--- src/rtl/clu_ctrl_pkg.sv ---
package clu_ctrl_pkg;
  localparam int DW = 64;
  localparam int AW = 16;

  // block select in address bits [15:13]
  localparam logic [2:0] BLK_GLB = 3'd0;
  localparam logic [2:0] BLK_LOC = 3'd1;
  localparam logic [2:0] BLK_OTH = 3'd2;

  // global block offsets
  localparam logic [12:0] G_CFG     = 13'h000;
  localparam logic [12:0] G_SELF    = 13'h008;
  localparam logic [12:0] G_REV     = 13'h010;
  localparam logic [12:0] G_INTC    = 13'h018;
  localparam logic [12:0] G_PWR     = 13'h020;
  localparam logic [12:0] G_INTC_ST = 13'h028;
  localparam logic [12:0] G_PWR_ST  = 13'h030;
  localparam logic [12:0] G_L2      = 13'h038;

  // core block offsets
  localparam logic [12:0] C_CFG = 13'h010;
  localparam logic [12:0] C_SEL = 13'h018;
  localparam logic [12:0] C_RB  = 13'h020;

  localparam logic [DW-1:0] SELF_MASK = 64'h0000_FFFF_FFFF_8000;
  localparam logic [DW-1:0] INTC_MASK = 64'h0000_FFFF_FFFE_0000;
  localparam logic [DW-1:0] PWR_MASK  = 64'h0000_FFFF_FFFF_8000;
  localparam logic [DW-1:0] RB_MASK   = 64'h0000_0000_FFFF_F000;
  localparam logic [DW-1:0] RB_INIT   = 64'h0000_0000_BFC0_0000;
  localparam logic [DW-1:0] L2_BYPASS = 64'h0000_0000_0010_0000;
endpackage

--- src/rtl/clu_subwin.sv ---
module clu_subwin
  import clu_ctrl_pkg::*;
#(
  parameter logic [DW-1:0] ADDR_MASK = 64'h0000_FFFF_FFFF_8000
) (
  input  logic          clk,
  input  logic          rst,
  input  logic          present,
  input  logic          we,
  input  logic [DW-1:0] wdata,
  output logic [DW-1:0] raw,
  output logic [DW-1:0] base,
  output logic          en
);
  localparam logic [DW-1:0] KEEP = ADDR_MASK | 64'd1;

  always_ff @(posedge clk) begin
    if (rst) raw <= '0;
    else if (we && present) raw <= wdata & KEEP;
  end

  assign base = raw & ADDR_MASK;
  assign en   = raw[0];

  AST_ABSENT_HOLD: assert property (@(posedge clk) disable iff (rst)
    (we && !present) |=> $stable(raw));
  AST_WIN_STORE: assert property (@(posedge clk) disable iff (rst)
    (we && present) |=> (raw == ($past(wdata) & KEEP)));
endmodule

--- src/rtl/clu_vp_bank.sv ---
module clu_vp_bank
  import clu_ctrl_pkg::*;
#(
  parameter int NVP = 4,
  parameter int VPW = 2
) (
  input  logic           clk,
  input  logic           rst,
  input  logic           sel_we,
  input  logic [15:0]    sel_wdata,
  input  logic           rb_we,
  input  logic [DW-1:0]  rb_wdata,
  output logic [VPW-1:0] sel,
  output logic [DW-1:0]  rbase,
  output logic [DW-1:0]  vector
);
  logic sel_ok;
  assign sel_ok = (sel_wdata < 16'(NVP));

  always_ff @(posedge clk) begin
    if (rst) begin
      sel   <= '0;
      rbase <= RB_INIT & RB_MASK;
    end else begin
      if (sel_we && sel_ok) sel <= sel_wdata[VPW-1:0];
      if (rb_we) rbase <= rb_wdata & RB_MASK;
    end
  end

  assign vector = {{32{rbase[31]}}, rbase[31:0]};

  AST_SEL_BOUND: assert property (@(posedge clk) disable iff (rst)
    ({1'b0, sel} < (VPW+1)'(NVP)));
  AST_SEL_REJECT: assert property (@(posedge clk) disable iff (rst)
    (sel_we && (sel_wdata >= 16'(NVP))) |=> $stable(sel));
  AST_RB_STORE: assert property (@(posedge clk) disable iff (rst)
    rb_we |=> (rbase == ($past(rb_wdata) & RB_MASK)));
endmodule

--- src/rtl/clu_ctrl_regs.sv ---
module clu_ctrl_regs
  import clu_ctrl_pkg::*;
#(
  parameter int          NVP            = 4,
  parameter logic [63:0] REV            = 64'h800,
  parameter logic [63:0] SELF_BASE_INIT = 64'h0000_0000_1FBF_8000,
  localparam int         VPW            = (NVP > 1) ? $clog2(NVP) : 1
) (
  input  logic              clk,
  input  logic              rst,
  input  logic [VPW-1:0]    req_vp,
  input  logic [AW-1:0]     bus_addr,
  input  logic              bus_we,
  input  logic [DW-1:0]     bus_wdata,
  output logic [DW-1:0]     bus_rdata,
  input  logic              intc_present,
  input  logic              pwr_present,
  output logic [DW-1:0]     self_base,
  output logic [DW-1:0]     cpu_gbase,
  output logic [DW-1:0]     intc_base,
  output logic              intc_en,
  output logic [DW-1:0]     pwr_base,
  output logic              pwr_en,
  output logic [NVP*DW-1:0] vp_vector
);
  logic [2:0]  blk;
  logic [12:0] ofs;
  logic        in_glb, in_loc, in_oth;
  assign blk    = bus_addr[15:13];
  assign ofs    = bus_addr[12:0];
  assign in_glb = (blk == BLK_GLB);
  assign in_loc = (blk == BLK_LOC);
  assign in_oth = (blk == BLK_OTH);

  logic [VPW-1:0] sel_v [NVP];
  logic [DW-1:0]  rb_v  [NVP];
  logic [VPW-1:0] tgt;

  // bank reached through the core-other view
  always_comb begin
    tgt = '0;
    for (int i = 0; i < NVP; i++)
      if (req_vp == VPW'(i)) tgt = sel_v[i];
  end

  logic [VPW-1:0] core_vp;
  assign core_vp = in_loc ? req_vp : tgt;

  generate
    for (genvar i = 0; i < NVP; i++) begin : g_bank
      logic hit;
      assign hit = (in_loc || in_oth) && (core_vp == VPW'(i));
      clu_vp_bank #(.NVP(NVP), .VPW(VPW)) u_bank (
        .clk       (clk),
        .rst       (rst),
        .sel_we    (bus_we && hit && (ofs == C_SEL)),
        .sel_wdata (bus_wdata[15:0]),
        .rb_we     (bus_we && hit && (ofs == C_RB)),
        .rb_wdata  (bus_wdata),
        .sel       (sel_v[i]),
        .rbase     (rb_v[i]),
        .vector    (vp_vector[i*DW +: DW])
      );
    end
  endgenerate

  logic [DW-1:0] intc_raw, pwr_raw;

  clu_subwin #(.ADDR_MASK(INTC_MASK)) u_intc (
    .clk (clk), .rst (rst), .present (intc_present),
    .we (bus_we && in_glb && (ofs == G_INTC)), .wdata (bus_wdata),
    .raw (intc_raw), .base (intc_base), .en (intc_en)
  );

  clu_subwin #(.ADDR_MASK(PWR_MASK)) u_pwr (
    .clk (clk), .rst (rst), .present (pwr_present),
    .we (bus_we && in_glb && (ofs == G_PWR)), .wdata (bus_wdata),
    .raw (pwr_raw), .base (pwr_base), .en (pwr_en)
  );

  logic [DW-1:0] self_q;
  always_ff @(posedge clk) begin
    if (rst) self_q <= SELF_BASE_INIT & SELF_MASK;
    else if (bus_we && in_glb && (ofs == G_SELF)) self_q <= bus_wdata & SELF_MASK;
  end
  assign self_base = self_q;
  assign cpu_gbase = self_q >> 4;

  // read path
  logic [VPW-1:0] rd_sel;
  logic [DW-1:0]  rd_rb, rd_n;
  logic           mapped;

  always_comb begin
    rd_sel = '0;
    rd_rb  = '0;
    for (int i = 0; i < NVP; i++)
      if (core_vp == VPW'(i)) begin
        rd_sel = sel_v[i];
        rd_rb  = rb_v[i];
      end
  end

  always_comb begin
    rd_n   = '0;
    mapped = 1'b0;
    if (in_glb) begin
      mapped = 1'b1;
      case (ofs)
        G_CFG:     rd_n = '0;
        G_SELF:    rd_n = self_q;
        G_REV:     rd_n = REV;
        G_INTC:    rd_n = intc_raw;
        G_PWR:     rd_n = pwr_raw;
        G_INTC_ST: rd_n = {63'd0, intc_present};
        G_PWR_ST:  rd_n = {63'd0, pwr_present};
        G_L2:      rd_n = L2_BYPASS;
        default:   mapped = 1'b0;
      endcase
    end else if (in_loc || in_oth) begin
      mapped = 1'b1;
      case (ofs)
        C_CFG:   rd_n = 64'(NVP - 1);
        C_SEL:   rd_n = 64'(rd_sel);
        C_RB:    rd_n = rd_rb;
        default: mapped = 1'b0;
      endcase
    end
  end

  always_ff @(posedge clk) begin
    if (rst) bus_rdata <= '0;
    else     bus_rdata <= rd_n;
  end

  AST_UNMAPPED_ZERO: assert property (@(posedge clk) disable iff (rst)
    !mapped |=> (bus_rdata == '0));
  AST_CORE_CFG: assert property (@(posedge clk) disable iff (rst)
    ((in_loc || in_oth) && (ofs == C_CFG)) |=> (bus_rdata == 64'(NVP - 1)));
  AST_SELF_HOLD: assert property (@(posedge clk) disable iff (rst)
    !(bus_we && in_glb && (ofs == G_SELF)) |=> $stable(self_base));
endmodule

--- config.mk ---
export PLATFORM = sky130hd
export DESIGN_NAME = clu_ctrl_regs
export DESIGN_NICKNAME = d
export VERILOG_FILES = /design/src/rtl/clu_ctrl_pkg.sv /design/src/rtl/clu_subwin.sv /design/src/rtl/clu_vp_bank.sv /design/src/rtl/clu_ctrl_regs.sv
export SDC_FILE = /design/constraint.sdc
export NUM_CORES = 1
export LEC_CHECK = 0
export BUFFER_PORTS_ARGS = -buffer_cell sky130_fd_sc_hd__clkbuf_2
export CORE_AREA = 2 2 257 259
export DETAILED_ROUTE_END_ITERATION = 10
export DIE_AREA = 0 0 259 261
export PLACE_DENSITY = 0.53
export SLEW_MARGIN = 15
export SYNTH_ARGS = -nofsm -noshare
export SYNTH_HDL_FRONTEND = slang
export SYNTH_HIERARCHICAL = 1
export SYNTH_SLANG_ARGS = --single-unit
--- constraint.sdc ---
create_clock -name clk -period 2.5 [get_ports clk]
set_input_delay 0.25 -clock clk [delete_from_list [all_inputs] [get_ports clk]]
set_output_delay 0.25 -clock clk [all_outputs]
set_load 0.01 [all_outputs]
Word level (Yosys, flattened, before mapping)
Index checks and enable logic that the tools add are counted.
- bits in registers: 251
- latch bits: 0
- output and inout bits: 578
- memories: 0
- RAM bits: 0
- bits of input ports: 87
- word-level logic and storage cells: 75
- bits in read-only memories: 0
- multipliers: 0
- magnitude comparators: 1
- eq/ne operators: 15
- divide/modulo/power cells: 0
- bitwise logic cells: 0
- reductions and logical operators: 30
- multiplexer cells: 17
- shifts and indexed selects: 0
- $add $sub $neg: 0
- operators by type and width (operator ; count):
    $pmux W48 S7 ; 1
    $mux W64 ; 5
    $pmux W64 S3 ; 1
    $eq A13 B6 Y1 const B ; 4
    $mux W32 ; 1
    $eq A13 B5 Y1 const B ; 2
    $logic_and A1 B1 Y1 ; 26
    $mux W2 ; 9
    $lt A16 B3 Y1 const B ; 1
    $eq A13 B4 Y1 const B ; 1
    $eq A2 B2 Y1 const B ; 4
    $eq A2 B1 Y1 const B ; 2
    $logic_not A2 Y1 ; 2
    $eq A3 B1 Y1 const B ; 1
    $eq A3 B2 Y1 const B ; 1
    $logic_not A3 Y1 ; 1
    $logic_or A1 B1 Y1 ; 1

Depth between registers and ports, before layout
Gate-level depths: netlist (run 1).
- depth in word-level cells: 14
- gate-level depth with buffers: 12
- mapped depth without buffers: 8

Hierarchy
The synthesis (run 1) kept the hierarchy.
- modules (own cells, without submodules) (module ; area an instance (µm²) ; instances ; cells an instance ; sequential area each (µm²)):
    clu_ctrl_regs ; 6720.2 ; 1 ; 779 ; 1941.9
    clu_vp_bank ; 1665.3 ; 4 ; 187 ; 440.4
    clu_subwin at u_pwr ; 2518.7 ; 1 ; 252 ; 680.7
    clu_subwin at u_intc ; 2254.7 ; 1 ; 243 ; 640.6

Worst setup path before layout (run 1)
Ideal clock, no wire load.
- kind: input to register
- from: in bus_addr[9]
- to: reg g_bank[1].u_bank.rbase[20]
- arrival time: 2316 ps
- setup time: 128 ps
- path buffers: 3
- required time: 2372 ps
- cell stages on the path: 10
- slack: 57 ps
- cell sequence: nor4_2 nand3_2 nor3_4 clkbuf_1 nand3_1 nor3_1 buf_4 buf_4 mux2i_1 nor2_1
- cells in the longest elaborated chain, start to end: 2
- RTL lines (item ; line ; text):
    start: declaration ; clu_ctrl_regs.sv:12 ; input logic [AW-1:0] bus_addr,
    $eq A13 B6 Y1 ; clu_ctrl_regs.sv:58 ; .rb_we (bus_we && hit && (ofs == C_RB)),
    $logic_and A1 B1 Y1 ; clu_ctrl_regs.sv:58 ;
    end signal: assignment ; clu_vp_bank.sv:23 ; rbase <= RB_INIT & RB_MASK;
    end signal: assignment ; clu_vp_bank.sv:26 ; if (rb_we) rbase <= rb_wdata & RB_MASK;
    end: declaration ; clu_vp_bank.sv:14 ; output logic [DW-1:0] rbase,
Every way passes these cells.
A chain may end at the register's enable or synchronous reset.

Final worst setup path (run 1)
- from: reg g_bank[2].u_bank.sel[1]
- to: reg g_bank[0].u_bank.sel[1]
- cells in the longest elaborated chain, start to end: 8
- RTL lines (item ; line ; text):
    start: declaration ; clu_vp_bank.sv:13 ; output logic [VPW-1:0] sel,
    start signal: assignment ; clu_vp_bank.sv:25 ; if (sel_we && sel_ok) sel <= sel_wdata[VPW-1:0];
    $mux W2 (2 in a row) ; clu_ctrl_regs.sv:43 ; if (req_vp == VPW'(i)) tgt = sel_v[i];
    $mux W2 ; clu_ctrl_regs.sv:47 ; assign core_vp = in_loc ? req_vp : tgt;
    $logic_not A2 Y1 ; clu_ctrl_regs.sv:52 ; assign hit = (in_loc || in_oth) && (core_vp == VPW'(i));
    $logic_and A1 B1 Y1 ; clu_ctrl_regs.sv:52 ;
    $logic_and A1 B1 Y1 (2 in a row) ; clu_ctrl_regs.sv:56 ; .sel_we (bus_we && hit && (ofs == C_SEL)),
    $logic_and A1 B1 Y1 ; clu_vp_bank.sv:25 ;
    end signal: assignment ; clu_vp_bank.sv:25 ;
    end: declaration ; clu_vp_bank.sv:13 ;
Every way passes these cells.

==> results of run 1 <==
[per-layer routing]
metal  routed length [um]  share of wire  up-vias
li1                     -              -     6300
met1                26200           0.45     6185
met2                26400           0.46      482
met3                 4290          0.074       61
met4                  964          0.017        0
met5                    0              0        -
[per-stage QoR]
step / hold WS (ps) / power (W) / area (um^2) / setup TNS [ps]
after floorplan: 319 / 0.00497 / 19700 / 0
after global placement: 488 / 0.00472 / 17900 / -172
after detailed placement: 489 / 0.00472 / 17900 / -116
after CTS: 9.43 / 0.00990 / 19200 / 0
after global routing: 35.5 / 0.0102 / 19200 / 0
final: 42.3 / 0.00975 / 19300 / 0
[cell usage after synthesis, types with 7 or more instances]
master / number
buf_4: 739
dfxtp_1: 251
mux2i_1: 93
nand2_1: 74
a21bo_1: 62
a21oi_2: 62
o22ai_1: 61
nor2_1: 55
nand3_1: 49
a211oi_1: 45
buf_2: 40
clkbuf_1: 40
and2_1: 39
nor2b_1: 38
a211o_1: 36
o221ai_1: 36
a222oi_1: 32
a21oi_1: 31
a22oi_1: 29
nand3_2: 21
nand2b_1: 20
buf_6: 18
mux2_2: 16
nand3b_1: 14
and3_1: 12
nor3_1: 12
o221ai_2: 10
buf_1: 7
conb_1: 7
[state kept, by name, summed over array words and instances, names as in the netlist]
name	cells
g_bank.u_bank/rbase	80
self_base	33
u_pwr/raw	34
bus_rdata	64
u_intc/raw	32
g_bank.u_bank/sel	8
[worst register-to-register path: stages, from the launching register on]
cell      delay (ps)
dfxtp_1          340
mux2i_1          240
a21boi_4         120
or2_2            420
buf_4            220
nor3_1           170
nor4b_2          230
nand4_1          250
mux2i_1          190
[where the power goes]
part           total [W]  switching, W  leakage [nW]  internal [W]
logic           0.000665      0.000492          5.75      0.000173
registers        0.00400  0.0000000259          2.02       0.00400
clock network    0.00508       0.00206         0.556       0.00302
[kinds of logic after synthesis]
kind of cell | count (synthesis) | share of synthesized area
flip-flops | 251 | 0.277
buffers and inverters | 852 | 0.344
XOR/XNOR | 1 | 0.000483
AO/OA/AOI/OAI | 430 | 0.198
other | 7 | 0.00145
multiplexers | 110 | 0.0618
AND/OR/NAND/NOR | 371 | 0.117
[layout by cell type, fill, tap and decap left out, drive strengths merged, types with 10 or more instances in the layout]
master | synthesis | routed
nor2 | 56 | 56
dfxtp | 251 | 251
a21oi | 93 | 93
nand3 | 70 | 70
dlygate4sd3 | 0 | 18
nand3b | 14 | 14
and2 | 45 | 45
and3 | 12 | 12
a211oi | 45 | 45
nor2b | 38 | 38
mux2i | 93 | 93
a211o | 36 | 36
a21bo | 66 | 66
nor3 | 14 | 14
buf | 810 | 92
nor4 | 10 | 10
a222oi | 32 | 32
nand2 | 75 | 75
nand2b | 20 | 20
clkbuf | 41 | 518
o22ai | 61 | 61
conb | 7 | 412
o221ai | 46 | 46
a22oi | 29 | 29
mux2 | 17 | 17
[final timing paths]
check	slack (ps)	depth (start not counted)	to	startpoint
max reg2reg	210	8	g_bank[0].u_bank/sel[1]	g_bank[2].u_bank/sel[1]
min reg2reg	500	2	self_base[47]	self_base[47]
min	40	3	self_base[21]	bus_wdata[21]
max	210	8	g_bank[0].u_bank/sel[1]	g_bank[2].u_bank/sel[1]
[area by class of cell]
class | instances | area [um^2]
inverters | 1 | 3.75
clock inverters | 14 | 204
flip-flops and latches | 251 | 5020
multi-input cells | 1324 | 8470
diodes | 4 | 10.0
well taps | 864 | 1080
fillers | 7019 | 45800
repair buffers | 583 | 3510
clock buffers | 45 | 952
[timing repair]
action / in CTS / in global routing
hold buffers: 18 / 0
endpoints found under the hold margin: 55 / 0
endpoints found under the setup margin: 0 / 0
==> impl_metrics.toml, run 1 <==
[global_route]
grt_antenna_before_repair = 2
top_usage_layer = "met2"
grt_overflow = 0
grt_first_pass_wirelength_um = 80900
met3_usage = 0.0426
met2_usage = 0.251
grt_max_degree = 136
met1_usage = 0.223
gr-usage-all-layers = 0.162
grt_pass1_vias = 11400

[placement]
portBuffers = 474
dp_hpwl_um = 42100
dp_slack_ps = -27.8
place_congestion = 0.856
placed_cells = 3005

[setup_path]
crit_path_frequent_cell = "mux2i_1"
crit_path_start_kind = "register"
crit_arrival_ps = 2710
path_delay_family = "simple AND/OR/NAND/NOR gates"
cp_slowest_stage_delay_ps = 420
path_buf_inv = 1
worstPathCellList = "mux2i_1, a21boi_4, or2_2, buf_4, nor3_1, nor4b_2, nand4_1, mux2i_1"
crit_path_top_delay_cell = "or2_2"
cp.required_ps = 2910
crit_fanout = 9
crit_type = "reg -> reg"
cp-end-kind = "register"

[cts]
insertion_delay_ps = 560
cts_tree = "done"
cts.sinks = 251
h-tree-depth = 2
cts_setup_buffers = 0
numCtsBuffers = 34
cts_resized = 0
clock_path_buffers = 3
clkTransAtPathRegs_ps = 60
cts_root_buf = "clkbuf_16"

[sta]
fmax_mhz = 436
period_minus_slack_ps = 2290
finClkSkew_ps = 26.0
rsz0062_at_grt = "false"
worstMarginPinSlew_ps = 851
relSlewSlack = 0.433
hold_viol = 0
setup_viol = 0
fin_crit_sh = 0.918
slew_violations = 0
worst_slack_ps = 205

[job]
drv_cap = 0

[die]
core_mm2 = 0.0650
fp.dieW_um = 259
dieArea_mm2 = 0.0676
ioPinCount = 665
start_util = 0.279
rows = 94
fp.dieH_um = 261

[yosys]
synthArstFlopShare = 0
yosysSeqAreaShare = 0.277
synth_warnings = 6
syn_area_mm2 = 0.0182
synth_area_leaders = "buf_4, dfxtp_1, mux2i_1"
synth_cell_types = 66
yosysTopAreaCell = "buf_4"
ys_seq_elements = 251
synth.top_cell.area_share = 0.306
syn_area_per_cell_um2 = 8.98
dominantRegCellSynth = "dfxtp_1"
netlist_instances = 2022
synth_edf_count = 0

[cells_and_area]
final_layout_size_suffix_gt1_frac = 0.345
instances_no_fill = 3086
areaGrowthSynthToFinish_pct = 6.05
fin_util = 0.296
finalNetCount = 2282

[route]
drt-wirelength-per-cell_um = 18.8
drc = 0
via_count = 13000
firstDrtPassIters = 8
routed_wl_um = 57900
routed_via_density = 4.22
first_iter_violations = 948
ant_nets = 0

[outcome]
run_status = "complete, no violations"

[power]
leakage_nw = 8.33
peakVddDrop_v = 0.000305
p_per_area_mw_per_mm2 = 506

[min_path]
holdCritPathClass = "in -> reg"
(Power assumes the default switching activity.)
==> run 2: changes to the inputs <==
--- a/config.mk
+++ b/config.mk
@@ -6,10 +6,10 @@
 export NUM_CORES = 1
 export LEC_CHECK = 0
 export BUFFER_PORTS_ARGS = -buffer_cell sky130_fd_sc_hd__clkbuf_2
-export CORE_AREA = 2 2 257 259
+export CORE_AREA = 2 2 260 262
 export DETAILED_ROUTE_END_ITERATION = 10
-export DIE_AREA = 0 0 259 261
-export PLACE_DENSITY = 0.53
+export DIE_AREA = 0 0 262 264
+export PLACE_DENSITY = 0.52
 export SLEW_MARGIN = 15
 export SYNTH_ARGS = -nofsm -noshare
 export SYNTH_HDL_FRONTEND = slang
==> run 2 against run 1 <==
Compared with the run above: global-route usage shrank 0.37 points; worst hold slack got worse by 6.1 ps; count of clock-buffer cells in the layout increased by 3; worst setup slack better by 49 ps; non-clock buffer count up 12; via count is 1.1% lower; critical path type unchanged; design area is 0.54% higher.
==> impl_metrics.toml, run 2 (synthesis results as in run 1) <==
[global_route]
grt_overflow = 0
grt_first_pass_wirelength_um = 81300
grt_pass1_vias = 11400
grt_antenna_before_repair = 4
gr-usage-all-layers = 0.158
grt_max_degree = 142

[route]
ant_nets = 0
routed_via_density = 4.15
routed_wl_um = 57700
drt-wirelength-per-cell_um = 18.6
first_iter_violations = 768
via_count = 12900
firstDrtPassIters = 8
drc = 0

[die]
rows = 95
fp.dieW_um = 262
start_util = 0.273
ioPinCount = 665
core_mm2 = 0.0666
dieArea_mm2 = 0.0692
fp.dieH_um = 264

[setup_path]
crit_path_start_kind = "register"
crit_type = "reg -> reg"
r2r_setup_slack_ps = 250
reg2reg_to = "g_bank[0].u_bank/sel[1]"
endpoint = "g_bank[0].u_bank/sel[1]"
rr_startpoint = "g_bank[1].u_bank/sel[1]"
crit_start = "g_bank[1].u_bank/sel[1]"
worstRegToRegCells = 8
crit_arrival_ps = 2730
cp.required_ps = 2980
crit_fanout = 11
cp-end-kind = "register"

[placement]
dp_hpwl_um = 42500
portBuffers = 474
place_congestion = 0.791
dp_slack_ps = -35.4
placed_area_mm2 = 0.0181
placed_cells = 3022

[min_path]
holdCritPathClass = "in -> reg"
min_path_cells = 2

[cells_and_area]
fin_area_mm2 = 0.0194
areaGrowthSynthToFinish_pct = 6.62
multi_input_area_mm2 = 0.00847
finalNetCount = 2291
instances_no_fill = 3105
mostFrequentLayoutCell = "clkbuf_2"
regMostFlops = "g_bank.u_bank/rbase"
largest_reg_flops = 80
final_layout_size_suffix_gt1_frac = 0.345
regArea_mm2 = 0.00502
reg_top3 = "g_bank.u_bank/rbase: 80 flops, bus_rdata: 64 flops, u_pwr/raw: 34 flops"
fillers = 7087
layout_common_cells = "clkbuf_2, conb_1, dfxtp_1, mux2i_1, nand2_1"
fin_util = 0.291

[sta]
fmax_mhz = 445
finClkSkew_ps = 15.5
fin_crit_sh = 0.898
relSlewSlack = 0.427
rsz0062_at_grt = "false"
slew_violations = 0
worstMarginPinSlew_ps = 859
hold_ws_ps = 36.2
setup_viol = 0
period_minus_slack_ps = 2250
hold_viol = 0
worst_slack_ps = 254

[cts]
numCtsBuffers = 31
cts.sinks = 251
insertion_delay_ps = 600
clkTransAtPathRegs_ps = 60
cts_tree = "done"
cts_resized = 0
cts_root_buf = "clkbuf_16"
clock_path_buffers = 3
h-tree-depth = 1

[job]
drv_cap = 0

[power]
peakVddDrop_v = 0.000547
leakage_nw = 8.37
p_per_area_mw_per_mm2 = 485

[outcome]
run_status = "complete, no violations"
## run 2: cell types whose count changed in the layout (fill, tap and decap cells not counted), moves of 2 or more
cell	delta
clkbuf_1	+4
dlygate4sd3_1	+4
buf_12	+8
clkinv_8	-2
clkbuf_16	-3
## run 2: per-layer routing
layer	wire (um)	track usage	vias up	part of all wire
li1	-	-	6323	-
met1	26400	0.220	6089	0.46
met2	26700	0.249	411	0.46
met3	3560	0.0319	58	0.062
met4	1080	0.0374	4	0.019
met5	27	0	-	0.00047
## run 2: critical path, stage by stage (launching register included)
cell     delay, ps
dfxtp_1        320
mux2i_1        290
nor3_1         110
or2_2          390
buf_12         190
nor3_1         160
nor4b_2        230
nand4_1        250
mux2i_1        180
## run 2: metrics by stage
stage / TNS (ps) / total power, W
2_1_floorplan: 0 / 0.00497
6_report: 0 / 0.00939
3_5_place_dp: -35.4 / 0.00473
5_1_grt: 0 / 0.00975
4_1_cts: 0 / 0.00953
3_3_place_gp: -26.1 / 0.00473
## run 2: report_power, final
group,total (W),switching (W),internal [W],leakage (nW)
combinational,0.000682,0.000498,0.000184,5.83
clock,0.00471,0.00189,0.00282,0.513
sequential,0.00400,0.0000000273,0.00400,2.02
total,0.00939,0.00239,0.00700,8.37
## run 2: how the worst min path moves through the flow
| stage | from | to | slack (ps) |
|---|---|---|---|
| after floorplan | rst | u_intc/raw[45] | 320 |
| after global routing | bus_wdata[25] | u_pwr/raw[25] | 20 |
| after CTS | bus_wdata[13] | g_bank[2].u_bank/rbase[13] | 1 |
| after detailed placement | self_base[38] | self_base[38] | 490 |
| final | bus_wdata[23] | g_bank[0].u_bank/rbase[23] | 40 |
| after global placement | self_base[42] | self_base[42] | 480 |
## run 2: layout make-up
type | instances | share of cell area
Clock inverter | 10 | 0.00692
Tap cell | 873 | 0.0564
Sequential cell | 251 | 0.260
Timing Repair Buffer | 595 | 0.192
Multi-Input combinational cell | 1324 | 0.437
Clock buffer | 48 | 0.0475
Antenna cell | 3 | 0.000388
Inverter | 1 | 0.000194
## run 2: timing repair
item,CTS,global route
hold endpoints to repair,73,0
setup buffers,0,0
setup endpoints to repair,0,0
hold buffers,22,0
